### src/rtl/baud_frac_pkg.sv
// Package: shared widths and the packed divisor layout for the
// fractional baud tick generator.
// Assumes: one exponent field above one mantissa field in a 16-bit word.
package baud_frac_pkg;

    localparam int MANT_W   = 12;   // mantissa field width
    localparam int EXP_W    = 4;    // exponent field width
    localparam int MANT_MAX = 2047; // largest mantissa honoured
    localparam int OVS      = 16;   // oversampling strobes per bit

    // Field order matters: the exponent sits above the mantissa.
    typedef struct packed {
        logic [EXP_W-1:0]  expo;
        logic [MANT_W-1:0] mant;
    } div_word_t;

endpackage

### src/rtl/baud_frac_div_reg.sv
// Module: holding register for the divisor pair.
// Loads the exponent and a clamped mantissa on a write strobe.
// Assumes: wr_en is synchronous to clk and lasts one cycle per write.
module baud_frac_div_reg #(
    parameter int MANT_W   = baud_frac_pkg::MANT_W,
    parameter int EXP_W    = baud_frac_pkg::EXP_W,
    parameter int MANT_MAX = baud_frac_pkg::MANT_MAX
) (
    input  logic                      clk,
    input  logic                      rst_n,
    input  logic                      wr_en,
    input  logic [MANT_W+EXP_W-1:0]   wr_word,
    output logic [MANT_W-1:0]         mant_q,
    output logic [EXP_W-1:0]          exp_q
);

    localparam logic [MANT_W-1:0] MANT_LIM = MANT_W'(MANT_MAX);

    logic [MANT_W-1:0] mant_in;
    logic [EXP_W-1:0]  exp_in;
    logic [MANT_W-1:0] mant_clip;

    // Split the packed word into its two fields.
    always_comb begin
        mant_in = wr_word[MANT_W-1:0];
        exp_in  = wr_word[MANT_W+EXP_W-1:MANT_W];
    end

    // Limit the mantissa to the largest usable value.
    always_comb begin
        mant_clip = (mant_in > MANT_LIM) ? MANT_LIM : mant_in;
    end

    // Hold the divisor pair; reset leaves it at zero.
    always_ff @(posedge clk) begin
        if (!rst_n) begin
            mant_q <= '0;
            exp_q  <= '0;
        end else if (wr_en) begin
            mant_q <= mant_clip;
            exp_q  <= exp_in;
        end
    end

endmodule

### src/rtl/baud_frac_phase_acc.sv
// Module: phase accumulator that makes the oversampling strobe.
// Adds the mantissa each clock. When the sum reaches 2^(MANT_W-1+expo),
// it raises a carry and keeps the remainder.
// Assumes: mant < 2^(MANT_W-1), which the divisor register guarantees.
module baud_frac_phase_acc #(
    parameter int MANT_W = baud_frac_pkg::MANT_W,
    parameter int EXP_W  = baud_frac_pkg::EXP_W
) (
    input  logic              clk,
    input  logic              rst_n,
    input  logic              clr,
    input  logic [MANT_W-1:0] mant,
    input  logic [EXP_W-1:0]  expo,
    output logic              carry_c,
    output logic              tick_q
);

    localparam int BASE  = MANT_W - 1;           // carry bit when expo is 0
    localparam int ACC_W = BASE + (1 << EXP_W);  // covers the top carry bit
    localparam int IDX_W = $clog2(ACC_W);

    logic [ACC_W-1:0] acc_q;
    logic [ACC_W-1:0] sum;
    logic [ACC_W-1:0] keep_mask;
    logic [IDX_W-1:0] carry_idx;

    // Select the bit that marks one full phase turn.
    always_comb begin
        carry_idx = IDX_W'(BASE) + IDX_W'(expo);
    end

    // Build the mask of bits below the carry bit.
    always_comb begin
        for (int i = 0; i < ACC_W; i++) begin
            keep_mask[i] = (i < int'(carry_idx));
        end
    end

    // Advance the phase by the mantissa and detect a full turn.
    always_comb begin
        sum     = acc_q + ACC_W'(mant);
        carry_c = sum[carry_idx] && !clr;
    end

    // Store the remainder and register the strobe; a clear restarts the phase.
    always_ff @(posedge clk) begin
        if (!rst_n || clr) begin
            acc_q  <= '0;
            tick_q <= 1'b0;
        end else begin
            acc_q  <= sum & keep_mask;
            tick_q <= carry_c;
        end
    end

endmodule

### src/rtl/baud_frac_tick_div.sv
// Module: divides the oversampling carry by OVS to make the bit strobe.
// Its output is registered on the same edge as the oversampling strobe.
// Assumes: in_pulse is already forced low while clr is high.
module baud_frac_tick_div #(
    parameter int OVS = baud_frac_pkg::OVS
) (
    input  logic clk,
    input  logic rst_n,
    input  logic clr,
    input  logic in_pulse,
    output logic out_q
);

    localparam int CNT_W = (OVS > 1) ? $clog2(OVS) : 1;
    localparam logic [CNT_W-1:0] LAST = CNT_W'(OVS - 1);

    logic [CNT_W-1:0] cnt_q;
    logic             wrap;

    // Detect the pulse that completes one group of OVS.
    always_comb begin
        wrap = in_pulse && (cnt_q == LAST);
    end

    // Count incoming pulses and emit a strobe on each wrap.
    always_ff @(posedge clk) begin
        if (!rst_n || clr) begin
            cnt_q <= '0;
            out_q <= 1'b0;
        end else begin
            out_q <= wrap;
            if (in_pulse) begin
                cnt_q <= wrap ? '0 : cnt_q + 1'b1;
            end
        end
    end

endmodule

### src/rtl/baud_frac_gen.sv
// Module: fractional exponent/mantissa baud tick generator (top).
// Turns a packed divisor word into an oversampling strobe and a bit strobe.
// A write restarts the phase and the divide-by-OVS stage.
// Assumes: div_wr is a synchronous one-cycle strobe.
module baud_frac_gen #(
    parameter int MANT_W   = baud_frac_pkg::MANT_W,
    parameter int EXP_W    = baud_frac_pkg::EXP_W,
    parameter int MANT_MAX = baud_frac_pkg::MANT_MAX,
    parameter int OVS      = baud_frac_pkg::OVS
) (
    input  logic                    clk,
    input  logic                    rst_n,
    input  logic                    div_wr,
    input  logic [MANT_W+EXP_W-1:0] div_word,
    output logic                    os_tick,
    output logic                    bit_tick
);

    logic [MANT_W-1:0] mant_q;
    logic [EXP_W-1:0]  exp_q;
    logic              carry_c;

    baud_frac_div_reg #(
        .MANT_W   (MANT_W),
        .EXP_W    (EXP_W),
        .MANT_MAX (MANT_MAX)
    ) u_div_reg (
        .clk     (clk),
        .rst_n   (rst_n),
        .wr_en   (div_wr),
        .wr_word (div_word),
        .mant_q  (mant_q),
        .exp_q   (exp_q)
    );

    baud_frac_phase_acc #(
        .MANT_W (MANT_W),
        .EXP_W  (EXP_W)
    ) u_phase (
        .clk     (clk),
        .rst_n   (rst_n),
        .clr     (div_wr),
        .mant    (mant_q),
        .expo    (exp_q),
        .carry_c (carry_c),
        .tick_q  (os_tick)
    );

    baud_frac_tick_div #(
        .OVS (OVS)
    ) u_bitdiv (
        .clk      (clk),
        .rst_n    (rst_n),
        .clr      (div_wr),
        .in_pulse (carry_c),
        .out_q    (bit_tick)
    );

endmodule

### config.mk
export PLATFORM = sky130hd
export DESIGN_NAME = baud_frac_gen
export DESIGN_NICKNAME = d
export VERILOG_FILES = /design/src/rtl/baud_frac_pkg.sv /design/src/rtl/baud_frac_div_reg.sv /design/src/rtl/baud_frac_phase_acc.sv /design/src/rtl/baud_frac_tick_div.sv /design/src/rtl/baud_frac_gen.sv
export SDC_FILE = /design/constraint.sdc
export NUM_CORES = 1
export LEC_CHECK = 0
export ABC_CLOCK_PERIOD_IN_PS = 7270
export BUFFER_PORTS_ARGS = -buffer_cell sky130_fd_sc_hd__buf_2
export CELL_PAD_IN_SITES_DETAIL_PLACEMENT = 1
export CELL_PAD_IN_SITES_GLOBAL_PLACEMENT = 1
export CORE_UTILIZATION = 40
export CTS_CLUSTER_DIAMETER = 200
export DETAILED_ROUTE_END_ITERATION = 8
export GPL_TIMING_DRIVEN = 0
export PLACE_DENSITY_LB_ADDON = 0.1
export SLEW_MARGIN = 20
export SYNTH_ARGS = -nofsm -noshare
export SYNTH_HDL_FRONTEND = slang
export SYNTH_SLANG_ARGS = --single-unit
export TNS_END_PERCENT = 5
### constraint.sdc
create_clock -name clk -period 7.27 [get_ports clk]
set_input_delay 0.3635 -clock clk [delete_from_list [all_inputs] [get_ports clk]]
set_output_delay 0.3635 -clock clk [all_outputs]
set_load 0.02 [all_outputs]
==> flow_metrics.env, run 1 <==
export IMPL_outcome="finished, final reports clean"
export IMPL_hold_class="in -> reg"
export IMPL_viasPerCell=5.81
export IMPL_layout_drive_gt1_share_pct=15.3
export IMPL_startpoint_type="flop"
export IMPL_num_antenna_cells=0
export IMPL_r2r_cells=10
export IMPL_grt_usage_pct=22.5
export IMPL_cts_root_buf="clkbuf_8"
export IMPL_rows=31
export IMPL_h_tree_depth=2
export IMPL_cellPowerDensity_nw_per_um2=172
export IMPL_synth_nets=391
export IMPL_io_pins=21
export IMPL_grt_remaining_overflow=0
export IMPL_fmax_mhz=274
export IMPL_avgSynthCellArea_sq_um=8.80
export IMPL_synth_top_area_cell="dfxtp_1"
export IMPL_syn_to_final_growth_pct=10.3
export IMPL_drv_cap=0
export IMPL_dieHeight_microns=90.6
export IMPL_cp_arrival_ns=3.82
export IMPL_syn_cell_area_sq_um=3140
export IMPL_crit_type="reg -> reg"
export IMPL_switching_share_pct=33.0
export IMPL_hold_buffers=0
export IMPL_routabilityCongestion=0.890
export IMPL_setup_tns_final_ns=0
export IMPL_cts_setup_buffers=0
export IMPL_critical_path_depth=10
export IMPL_min_period_over_period_pct=50.1
export IMPL_yosysTopAreaCellShare_pct=31.2
export IMPL_cts_tree="done"
export IMPL_cp_endpoint="u_bitdiv.cnt_q[3]"
export IMPL_final_nets=418
export IMPL_placed_area_sq_um=3370
export IMPL_r2r_setup_slack_ns=3.63
export IMPL_start_util_pct=42.4
export IMPL_clock_power_share_pct=29.3
export IMPL_worstReg2RegEnd="u_bitdiv.cnt_q[3]"
export IMPL_initialDrtViolationCount=122
export IMPL_use_met3_pct=3.37
export IMPL_pwr_share_comb_pct=22.8
export IMPL_cts_buffer_depth=2
export IMPL_r2r_start="u_div_reg.mant_q[6]"
export IMPL_dp_final_hpwl_mm=6.96
export IMPL_ys_warn_count=0
export IMPL_synth_edf_count=0
export IMPL_die_area_sq_um=8220
export IMPL_die_w_microns=90.6
export IMPL_grt_pass1_vias=2884
export IMPL_core_area_sq_um=7410
export IMPL_grt_pass1_wl_mm=14.7
export IMPL_synthCells=357
export IMPL_gr_usage_met2_pct=37.0
export IMPL_hold_viol_final=0
export IMPL_startpoint="u_div_reg.mant_q[6]"
export IMPL_final_common_cell="dfxtp_1"
export IMPL_grt_max_degree=18
export IMPL_vias=2813
export IMPL_drcViolationCount=0
export IMPL_cts_made_buffers=5
export IMPL_met1_usage_pct=30.9
export IMPL_final_cell_mix="dfxtp_1 (49), nor2_1 (33), nand2_1 (30)"
export IMPL_setup_viol=0
export IMPL_rsz0062_at_grt="false"
export IMPL_p_leak_nw=1.25
export IMPL_ys_async_sr_fraction_pct=0
export IMPL_postRouteAntennaNets=0
export IMPL_fin_skew_ns=0.00874
export IMPL_layout_setup_ws_ns=3.63
export IMPL_seq_area_frac_synth_pct=31.2
export IMPL_p_int_w=0.000399
export IMPL_power_w=0.000595
export IMPL_busiest_layer="met2"
export IMPL_slew_violations=0
export IMPL_critPathMaxStageDelay_ns=0.77
export IMPL_clk_latency_ns=0.31
export IMPL_slew_headroom_pct=37.5
export IMPL_synth_ff_type="dfxtp_1"
export IMPL_critPathRequiredTime_ns=7.45
export IMPL_ys_types=64
export IMPL_pre_cts_slack_ns=3.69
export IMPL_path_delay_family="compound AO/OA/AOI/OAI gates"
export IMPL_clk_pin_slew_ns=0.10
export IMPL_fin_area_sq_um=3470
export IMPL_crit_chain="ha_1, a21oi_2, o21ai_1, a41oi_1, a21boi_1, mux2i_1, nor4_2, a311oi_1, o41ai_1, a21oi_1"
export IMPL_synth_area_leaders="dfxtp_1 (31%), ha_1 (5.6%), xnor2_1 (5.3%), mux2i_1 (4.8%), nor2_1 (3.9%)"
export IMPL_ir_drop_mv=0.0732
export IMPL_port_buffers=20
export IMPL_cts_resized=0
export IMPL_min_period_ns=3.64
export IMPL_antenna_found_initial=0
export IMPL_cts_sinks=49
export IMPL_worst_pin_slew_ns=0.930
export IMPL_route_detailed_wl_per_inst_microns=18.4
export IMPL_worst_path_max_fanout=7
export IMPL_cp_slowest_cell="a41oi_1"
export IMPL_endpoint_kind="flop"
export IMPL_first_pass_iters=4
export IMPL_power_switching_w=0.000197
export IMPL_finalWirelength_mm=8.91
export IMPL_synth_seq_cells=49
export IMPL_seqPwrFrac_pct=47.8
export IMPL_crit_buf_inv=0
cells in the mapped netlist, types with 3 or more instances:
library cell	count
ha_1	14
inv_1	11
nor2b_1	8
nor3b_1	3
mux2i_1	15
xnor2_1	19
nor2_1	33
nand4_1	3
or3_1	6
nand3_1	11
o311a_1	3
xor2_1	7
nor3_1	15
a311oi_1	3
o21ai_0	7
clkbuf_1	10
a21oi_1	20
dfxtp_1	49
a221oi_1	3
a21o_1	4
nand2_1	30
o211ai_1	3
o21ai_1	3
nand2b_1	7
a211oi_1	12
o221a_2	9
and2_1	5
cell type report:
cell class / count / area [sq um]
buffer: 15 / 63.8
clock buffer: 5 / 68.8
clock inverter: 3 / 26.3
fill: 903 / 3940
inverter: 11 / 41.3
multi-input combinational: 282 / 2060
sequential: 49 / 981
tap: 99 / 124
timing repair buffer: 20 / 100
logic make-up after synthesis:
group	after synthesis	share of synthesized area (%)
flops	49	31.2
xor+xnor	26	7.25
buf+inv	26	3.34
simple gates	133	22.6
compound gates	93	24.6
mux	15	4.78
fa+ha+maj	15	6.21
per-layer routing:
metal | vias to the layer above | wire length [microns] | part of all wire, %
met3 | 9 | 308 | 3.5
met1 | 1388 | 4350 | 49
met5 | - | 0 | 0
met2 | 38 | 4170 | 47
li1 | 1378 | - | -
met4 | 0 | 84 | 0.94
flip-flops by register name, indices dropped and copies added, names as in the netlist:
name and flops:
u_bitdiv.cnt_q 4, u_bitdiv.out_q 1, u_div_reg.exp_q 4, u_div_reg.mant_q 12, u_phase.acc_q 27, u_phase.tick_q 1
metrics by stage:
step	cells	util, %	hold WS [ns]
after floorplan	357	-	0.437
after global routing	484	46.8	0.302
after CTS	484	46.7	0.302
final	484	46.8	0.310
after detailed placement	476	45.4	0.476
after global placement	476	45.4	0.453
power by group through the flow:
stage	sequential [W]	combinational, W	clock [W]
after floorplan	0.000289	0.0000959	0
after global placement	0.000291	0.000131	0
after detailed placement	0.000291	0.000135	0
after CTS	0.000285	0.000135	0.000181
after global routing	0.000286	0.000148	0.000191
final	0.000285	0.000136	0.000175
worst min path at each step:
stage | startpoint | endpoint | slack (ns) | cells past startpoint
floorplan | u_div_reg.mant_q[11] | u_div_reg.mant_q[11] | 0.44 | 1
global placement | u_div_reg.mant_q[11] | u_div_reg.mant_q[11] | 0.45 | 1
detailed placement | u_div_reg.mant_q[11] | u_div_reg.mant_q[11] | 0.48 | 1
CTS | div_word[2] | u_div_reg.mant_q[2] | 0.30 | 2
global route | div_word[2] | u_div_reg.mant_q[2] | 0.30 | 2
finish | div_word[15] | u_div_reg.exp_q[3] | 0.31 | 3
tightest hold or removal path, cell delays in order:
cell	delay [ns]
buf_2	0.07
mux2i_1	0.05
nor2b_1	0.09
No activity file was read; power rests on OpenSTA's default activity.
==> run 2: changes to the inputs <==
--- a/config.mk
+++ b/config.mk
@@ -5,7 +5,7 @@
 export SDC_FILE = /design/constraint.sdc
 export NUM_CORES = 1
 export LEC_CHECK = 0
-export ABC_CLOCK_PERIOD_IN_PS = 7270
+export ABC_CLOCK_PERIOD_IN_PS = 3690
 export BUFFER_PORTS_ARGS = -buffer_cell sky130_fd_sc_hd__buf_2
 export CELL_PAD_IN_SITES_DETAIL_PLACEMENT = 1
 export CELL_PAD_IN_SITES_GLOBAL_PLACEMENT = 1
==> constraint.sdc (replaced) <==
create_clock -name clk -period 3.69 [get_ports clk]
set_input_delay 0.1845 -clock clk [delete_from_list [all_inputs] [get_ports clk]]
set_output_delay 0.1845 -clock clk [all_outputs]
set_load 0.02 [all_outputs]
==> flow_metrics.env, run 2 (synthesis results as in run 1) <==
export IMPL_cts_root_buf="clkbuf_8"
export IMPL_fmax_mhz=280
export IMPL_use_met3_pct=3.37
export IMPL_setup_viol=0
export IMPL_hold_buffers=0
export IMPL_cp_arrival_ns=3.75
export IMPL_routabilityCongestion=0.890
export IMPL_largest_reg_flops=27
export IMPL_min_path_cells=3
export IMPL_clk_pin_slew_ns=0.10
export IMPL_dp_final_hpwl_mm=6.96
export IMPL_h_tree_depth=2
export IMPL_route_detailed_wl_per_inst_microns=18.6
export IMPL_crit_type="reg -> reg"
export IMPL_viasPerCell=5.83
export IMPL_layout_drive_gt1_share_pct=16.1
export IMPL_gr_usage_met2_pct=37.0
export IMPL_grt_usage_pct=22.5
export IMPL_syn_to_final_growth_pct=10.9
export IMPL_hold_viol_final=0
export IMPL_r2r_setup_slack_ns=0.12
export IMPL_p_leak_nw=1.25
export IMPL_r2r_cells=10
export IMPL_first_pass_iters=4
export IMPL_start_util_pct=42.4
export IMPL_hold_class="in -> reg"
export IMPL_cts_setup_buffers=0
export IMPL_drv_cap=0
export IMPL_min_period_ns=3.57
export IMPL_crit_chain="ha_1, and2_4, a221oi_1, a2111o_2, a21boi_1, mux2i_1, nor4_2, a311oi_1, o41ai_1, a21oi_1"
export IMPL_min_to="u_div_reg.exp_q[3]"
export IMPL_io_pins=21
export IMPL_regMostFlops="u_phase.acc_q"
export IMPL_initialDrtViolationCount=117
export IMPL_final_nets=418
export IMPL_final_common_cell="dfxtp_1"
export IMPL_final_core_util_pct=47.1
export IMPL_grt_pass1_vias=2884
export IMPL_critPathMaxStageDelay_ns=0.58
export IMPL_hold_ws_ns=0.128
export IMPL_worstReg2RegEnd="u_bitdiv.cnt_q[3]"
export IMPL_worst_path_max_fanout=7
export IMPL_core_area_sq_um=7410
export IMPL_clk_latency_ns=0.31
export IMPL_cts_sinks=49
export IMPL_fin_skew_ns=0.00792
export IMPL_finalWirelength_mm=8.99
export IMPL_slew_headroom_pct=38.3
export IMPL_grt_max_degree=18
export IMPL_final_cell_mix="dfxtp_1 (49), nor2_1 (33), nand2_1 (30)"
export IMPL_fillers=904
export IMPL_drcViolationCount=0
export IMPL_placed_area_sq_um=3370
export IMPL_startpoint_type="flop"
export IMPL_dieHeight_microns=90.6
export IMPL_grt_remaining_overflow=0
export IMPL_grt_pass1_wl_mm=14.7
export IMPL_vias=2821
export IMPL_critPathRequiredTime_ns=3.87
export IMPL_rsz0062_at_grt="true"
export IMPL_met1_usage_pct=30.9
export IMPL_slew_violations=0
export IMPL_antenna_found_initial=0
export IMPL_register_area_sq_um=981
export IMPL_worst_pin_slew_ns=0.918
export IMPL_min_period_over_period_pct=96.8
export IMPL_postRouteAntennaNets=0
export IMPL_hold_start="div_word[15]"
export IMPL_num_antenna_cells=0
export IMPL_layout_setup_ws_ns=0.119
export IMPL_busiest_layer="met2"
export IMPL_multi_input_area_sq_um=2080
export IMPL_pre_cts_slack_ns=0.106
export IMPL_port_buffers=20
export IMPL_die_w_microns=90.6
export IMPL_cts_tree="done"
export IMPL_cts_made_buffers=5
export IMPL_ir_drop_mv=0.145
export IMPL_cp_slowest_cell="a221oi_1"
export IMPL_die_area_sq_um=8220
export IMPL_fin_area_sq_um=3490
export IMPL_cts_buffer_depth=2
export IMPL_cellPowerDensity_nw_per_um2=339
export IMPL_endpoint_kind="flop"
export IMPL_top_regs="u_phase.acc_q (27), u_div_reg.mant_q (12)"
export IMPL_rows=31
export IMPL_r2r_start="u_div_reg.mant_q[4]"
export IMPL_outcome="finished, final reports clean"
## run 2: metal layers
metal	routed length, microns	part of all wire [%]	up-vias
li1	-	-	1378
met1	4230	47	1384
met2	4230	47	51
met3	461	5.1	8
met4	72	0.80	0
met5	0	0	-
## run 2: how the worst max path moves through the flow
stage | start | end | slack [ns] | depth (start not counted)
6_report | u_div_reg.mant_q[4] | u_bitdiv.cnt_q[3] | 0.12 | 10
5_1_grt | u_div_reg.mant_q[0] | u_bitdiv.cnt_q[3] | -0.09 | 12
4_1_cts | u_div_reg.mant_q[6] | u_bitdiv.cnt_q[3] | 0.07 | 10
3_5_place_dp | u_div_reg.mant_q[6] | u_bitdiv.cnt_q[3] | 0.11 | 10
3_3_place_gp | u_div_reg.mant_q[6] | u_bitdiv.cnt_q[3] | 0.1 | 10
2_1_floorplan | u_div_reg.mant_q[0] | u_bitdiv.cnt_q[2] | 0.67 | 12
## run 2: layout make-up
| class | count | area share, % |
|---|---|---|
| Multi-Input combinational cell | 282 | 59.7 |
| Buffer | 15 | 1.83 |
| Inverter | 11 | 1.18 |
| Clock buffer | 5 | 1.97 |
| Tap cell | 99 | 3.55 |
| Clock inverter | 3 | 0.754 |
| Sequential cell | 49 | 28.1 |
| Timing Repair Buffer | 20 | 2.87 |
## run 2: worst max-delay path: cells and delay by family, from the launching register on
kind                       cells  cell delay, ns
and+or+nand+nor                2            0.71
AOI/OAI and AO/OA              6            1.86
DFF                            1            0.34
adders and majority gates      1            0.36
muxes                          1            0.17
## run 2: power by group
part	internal (W)	leakage, nW	switching (W)
clock network	0.000139	0.0487	0.000209
registers	0.000549	0.400	0.0000117
logic	0.0000980	0.800	0.000173
## run 2: repair_timing
item | in CTS | in global routing
gates resized for setup | 0 | 3
hold endpoints to repair | 0 | 0
setup endpoints to repair | 0 | 5
## run 2: per-stage QoR
stage	power, W	std cells	TNS, ns
after detailed placement	0.000838	476	0
after global placement	0.000830	476	0
final	0.00118	484	0
after floorplan	0.000759	357	0
after CTS	0.00118	484	0
after global routing	0.00123	484	-0.0923
==> run 3: changes to the inputs <==
--- a/config.mk
+++ b/config.mk
@@ -5,6 +5,7 @@
 export SDC_FILE = /design/constraint.sdc
 export NUM_CORES = 1
 export LEC_CHECK = 0
+export ABC_AREA = 1
 export ABC_CLOCK_PERIOD_IN_PS = 3690
 export BUFFER_PORTS_ARGS = -buffer_cell sky130_fd_sc_hd__buf_2
 export CELL_PAD_IN_SITES_DETAIL_PLACEMENT = 1
==> flow_metrics.env, run 3 <==
export IMPL_outcome="finished, final reports clean"
export IMPL_r2r_cells=21
export IMPL_h_tree_depth=2
export IMPL_cts_buffer_depth=2
export IMPL_synth_nets=595
export IMPL_start_util_pct=41.5
export IMPL_postRouteAntennaNets=0
export IMPL_worst_pin_slew_ns=0.571
export IMPL_ir_drop_mv=0.160
export IMPL_startpoint_type="flop"
export IMPL_seq_area_frac_synth_pct=28.6
export IMPL_rows=33
export IMPL_route_detailed_wl_per_inst_microns=16.0
export IMPL_critPathRequiredTime_ns=3.90
export IMPL_multi_input_area_sq_um=2070
export IMPL_min_path_cells=3
export IMPL_final_core_util_pct=45.3
export IMPL_yosysTopAreaCellShare_pct=28.6
export IMPL_hold_buffers=0
export IMPL_yosysMostFrequentCell="nand2_1"
export IMPL_slew_violations=0
export IMPL_crit_type="reg -> reg"
export IMPL_grt_pass1_vias=3693
export IMPL_slew_headroom_pct=61.9
export IMPL_ys_types=29
export IMPL_ys_async_sr_fraction_pct=0
export IMPL_drcViolationCount=0
export IMPL_fillers=1164
export IMPL_largest_reg_flops=27
export IMPL_finalWirelength_mm=11.1
export IMPL_cts_setup_buffers=0
export IMPL_cts_resized=0
export IMPL_viasPerCell=5.34
export IMPL_rsz0062_at_grt="false"
export IMPL_endpoint_kind="flop"
export IMPL_avgSynthCellArea_sq_um=6.12
export IMPL_vias=3703
export IMPL_fmax_mhz=352
export IMPL_grt_max_degree=15
export IMPL_synth_top_area_cell="dfxtp_1"
export IMPL_hold_class="in -> reg"
export IMPL_initialDrtViolationCount=117
export IMPL_synth_area_leaders="dfxtp_1 (29%), nand2_1 (16%), nand3_1 (10%), inv_1 (9.2%), nor2_1 (7.1%)"
export IMPL_die_area_sq_um=8950
export IMPL_grt_pass1_wl_mm=18.3
export IMPL_port_buffers=20
export IMPL_cts_tree="done"
export IMPL_hold_viol_final=0
export IMPL_top_regs="u_phase.acc_q (27), u_div_reg.mant_q (12)"
export IMPL_grt_remaining_overflow=0
export IMPL_cts_root_buf="clkbuf_8"
export IMPL_antenna_found_initial=0
export IMPL_drv_cap=0
export IMPL_p_leak_nw=1.75
export IMPL_dp_cells=686
export IMPL_worst_path_max_fanout=6
export IMPL_dp_final_hpwl_mm=9.39
export IMPL_synthCells=561
export IMPL_layout_setup_ws_ns=0.851
export IMPL_clk_latency_ns=0.32
export IMPL_final_cells=694
export IMPL_register_area_sq_um=981
export IMPL_fin_skew_ns=0.0132
export IMPL_routabilityCongestion=0.899
export IMPL_final_nets=622
export IMPL_regMostFlops="u_phase.acc_q"
export IMPL_final_common_cell="nand2_1"
export IMPL_min_period_ns=2.84
export IMPL_core_area_sq_um=8260
export IMPL_cts_made_buffers=5
export IMPL_synth_seq_cells=49
export IMPL_syn_cell_area_sq_um=3430
export IMPL_synth_edf_count=0
export IMPL_synth_ff_type="dfxtp_1"
export IMPL_grt_usage_pct=27.1
export IMPL_first_pass_iters=4
export IMPL_die_w_microns=94.6
export IMPL_cellPowerDensity_nw_per_um2=310
export IMPL_clk_pin_slew_ns=0.10
export IMPL_final_cell_mix="nand2_1 (146), inv_1 (84), nand3_1 (70)"
export IMPL_cp_arrival_ns=3.05
export IMPL_layout_drive_gt1_share_pct=11.7
export IMPL_synth_commonest_cells="nand2_1 (146), inv_1 (84), nand3_1 (70), nor2_1 (65), dfxtp_1 (49)"
export IMPL_pre_cts_slack_ns=0.918
export IMPL_io_pins=21
export IMPL_setup_viol=0
export IMPL_setup_tns_final_ns=0
export IMPL_min_period_over_period_pct=76.9
export IMPL_cts_sinks=49
export IMPL_num_antenna_cells=0
export IMPL_ys_warn_count=0
export IMPL_syn_to_final_growth_pct=9.15
export IMPL_dieHeight_microns=94.6
==> run 3: path summary, 6_finish.rpt <==
kind / from / endpoint / slack, ns
worst min register to register: u_bitdiv.cnt_q[1] / u_bitdiv.cnt_q[1] / 0.50
worst max-delay path: u_div_reg.mant_q[0] / u_bitdiv.cnt_q[0] / 0.85
worst min-delay path: div_word[8] / u_div_reg.mant_q[8] / 0.08
worst max register to register: u_div_reg.mant_q[0] / u_bitdiv.cnt_q[0] / 0.85
==> run 3: report_power, final <==
group | leakage (nW) | switching (W) | total [W] | internal (W)
sequential | 0.400 | 0.0000128 | 0.000562 | 0.000549
clock | 0.0450 | 0.000202 | 0.000334 | 0.000132
combinational | 1.31 | 0.000185 | 0.000265 | 0.0000799
==> run 3: cell type report <==
| class | instances | share of cell area (%) |
|---|---|---|
| clock buffers | 6 | 1.94 |
| plain buffers | 6 | 0.601 |
| multi-input cells | 411 | 55.2 |
| repair buffers | 20 | 2.67 |
| clock inverters | 2 | 0.267 |
| inverters | 95 | 9.59 |
| well taps | 105 | 3.51 |
| flip-flops and latches | 49 | 26.2 |
==> run 3: cell families (layout without fill, tap and decap cells) <==
| logic type | Yosys count | count (layout) | synth area share, % |
|---|---|---|---|
| flops | 49 | 49 | 28.6 |
| xor+xnor | 3 | 3 | 0.766 |
| simple gates | 336 | 336 | 43.9 |
| fa+ha+maj | 15 | 15 | 5.69 |
| compound gates | 57 | 57 | 9.92 |
| buf+inv | 101 | 129 | 11.1 |
==> run 3: worst max-delay path: stages (launching register included) <==
cell,delay [ns]
dfxtp_1,0.35
ha_1,0.27
inv_1,0.09
fa_1,0.39
inv_1,0.11
nand2_1,0.09
nand2_2,0.12
nand3_1,0.11
nand2_1,0.14
nand2_2,0.07
nand2_2,0.10
nand2_1,0.08
nand3_1,0.08
nand2_1,0.05
nor2_1,0.09
nand2_1,0.05
nand2_1,0.13
nand2_2,0.09
inv_4,0.09
nand3_1,0.12
nand2_1,0.10
a21oi_2,0.03
==> run 3: layer usage <==
metal  GRT usage [%]  part of all wire, %  vias up
li1                -                    -     1857
met1            35.1                   46     1764
met2            46.4                   48       64
met3            4.19                  3.9       18
met4            7.20                  1.8        0
met5               0                    0        -
==> run 3: metrics by stage <==
stage / instance area, sq um / power (W) / hold slack [ns]
6_report: 3740 / 0.00116 / 0.0810
3_5_place_dp: 3660 / 0.000839 / 0.411
5_1_grt: 3740 / 0.00123 / 0.0745
4_1_cts: 3740 / 0.00117 / 0.0809
3_3_place_gp: 3660 / 0.000831 / 0.395
2_1_floorplan: 3430 / 0.000754 / 0.309
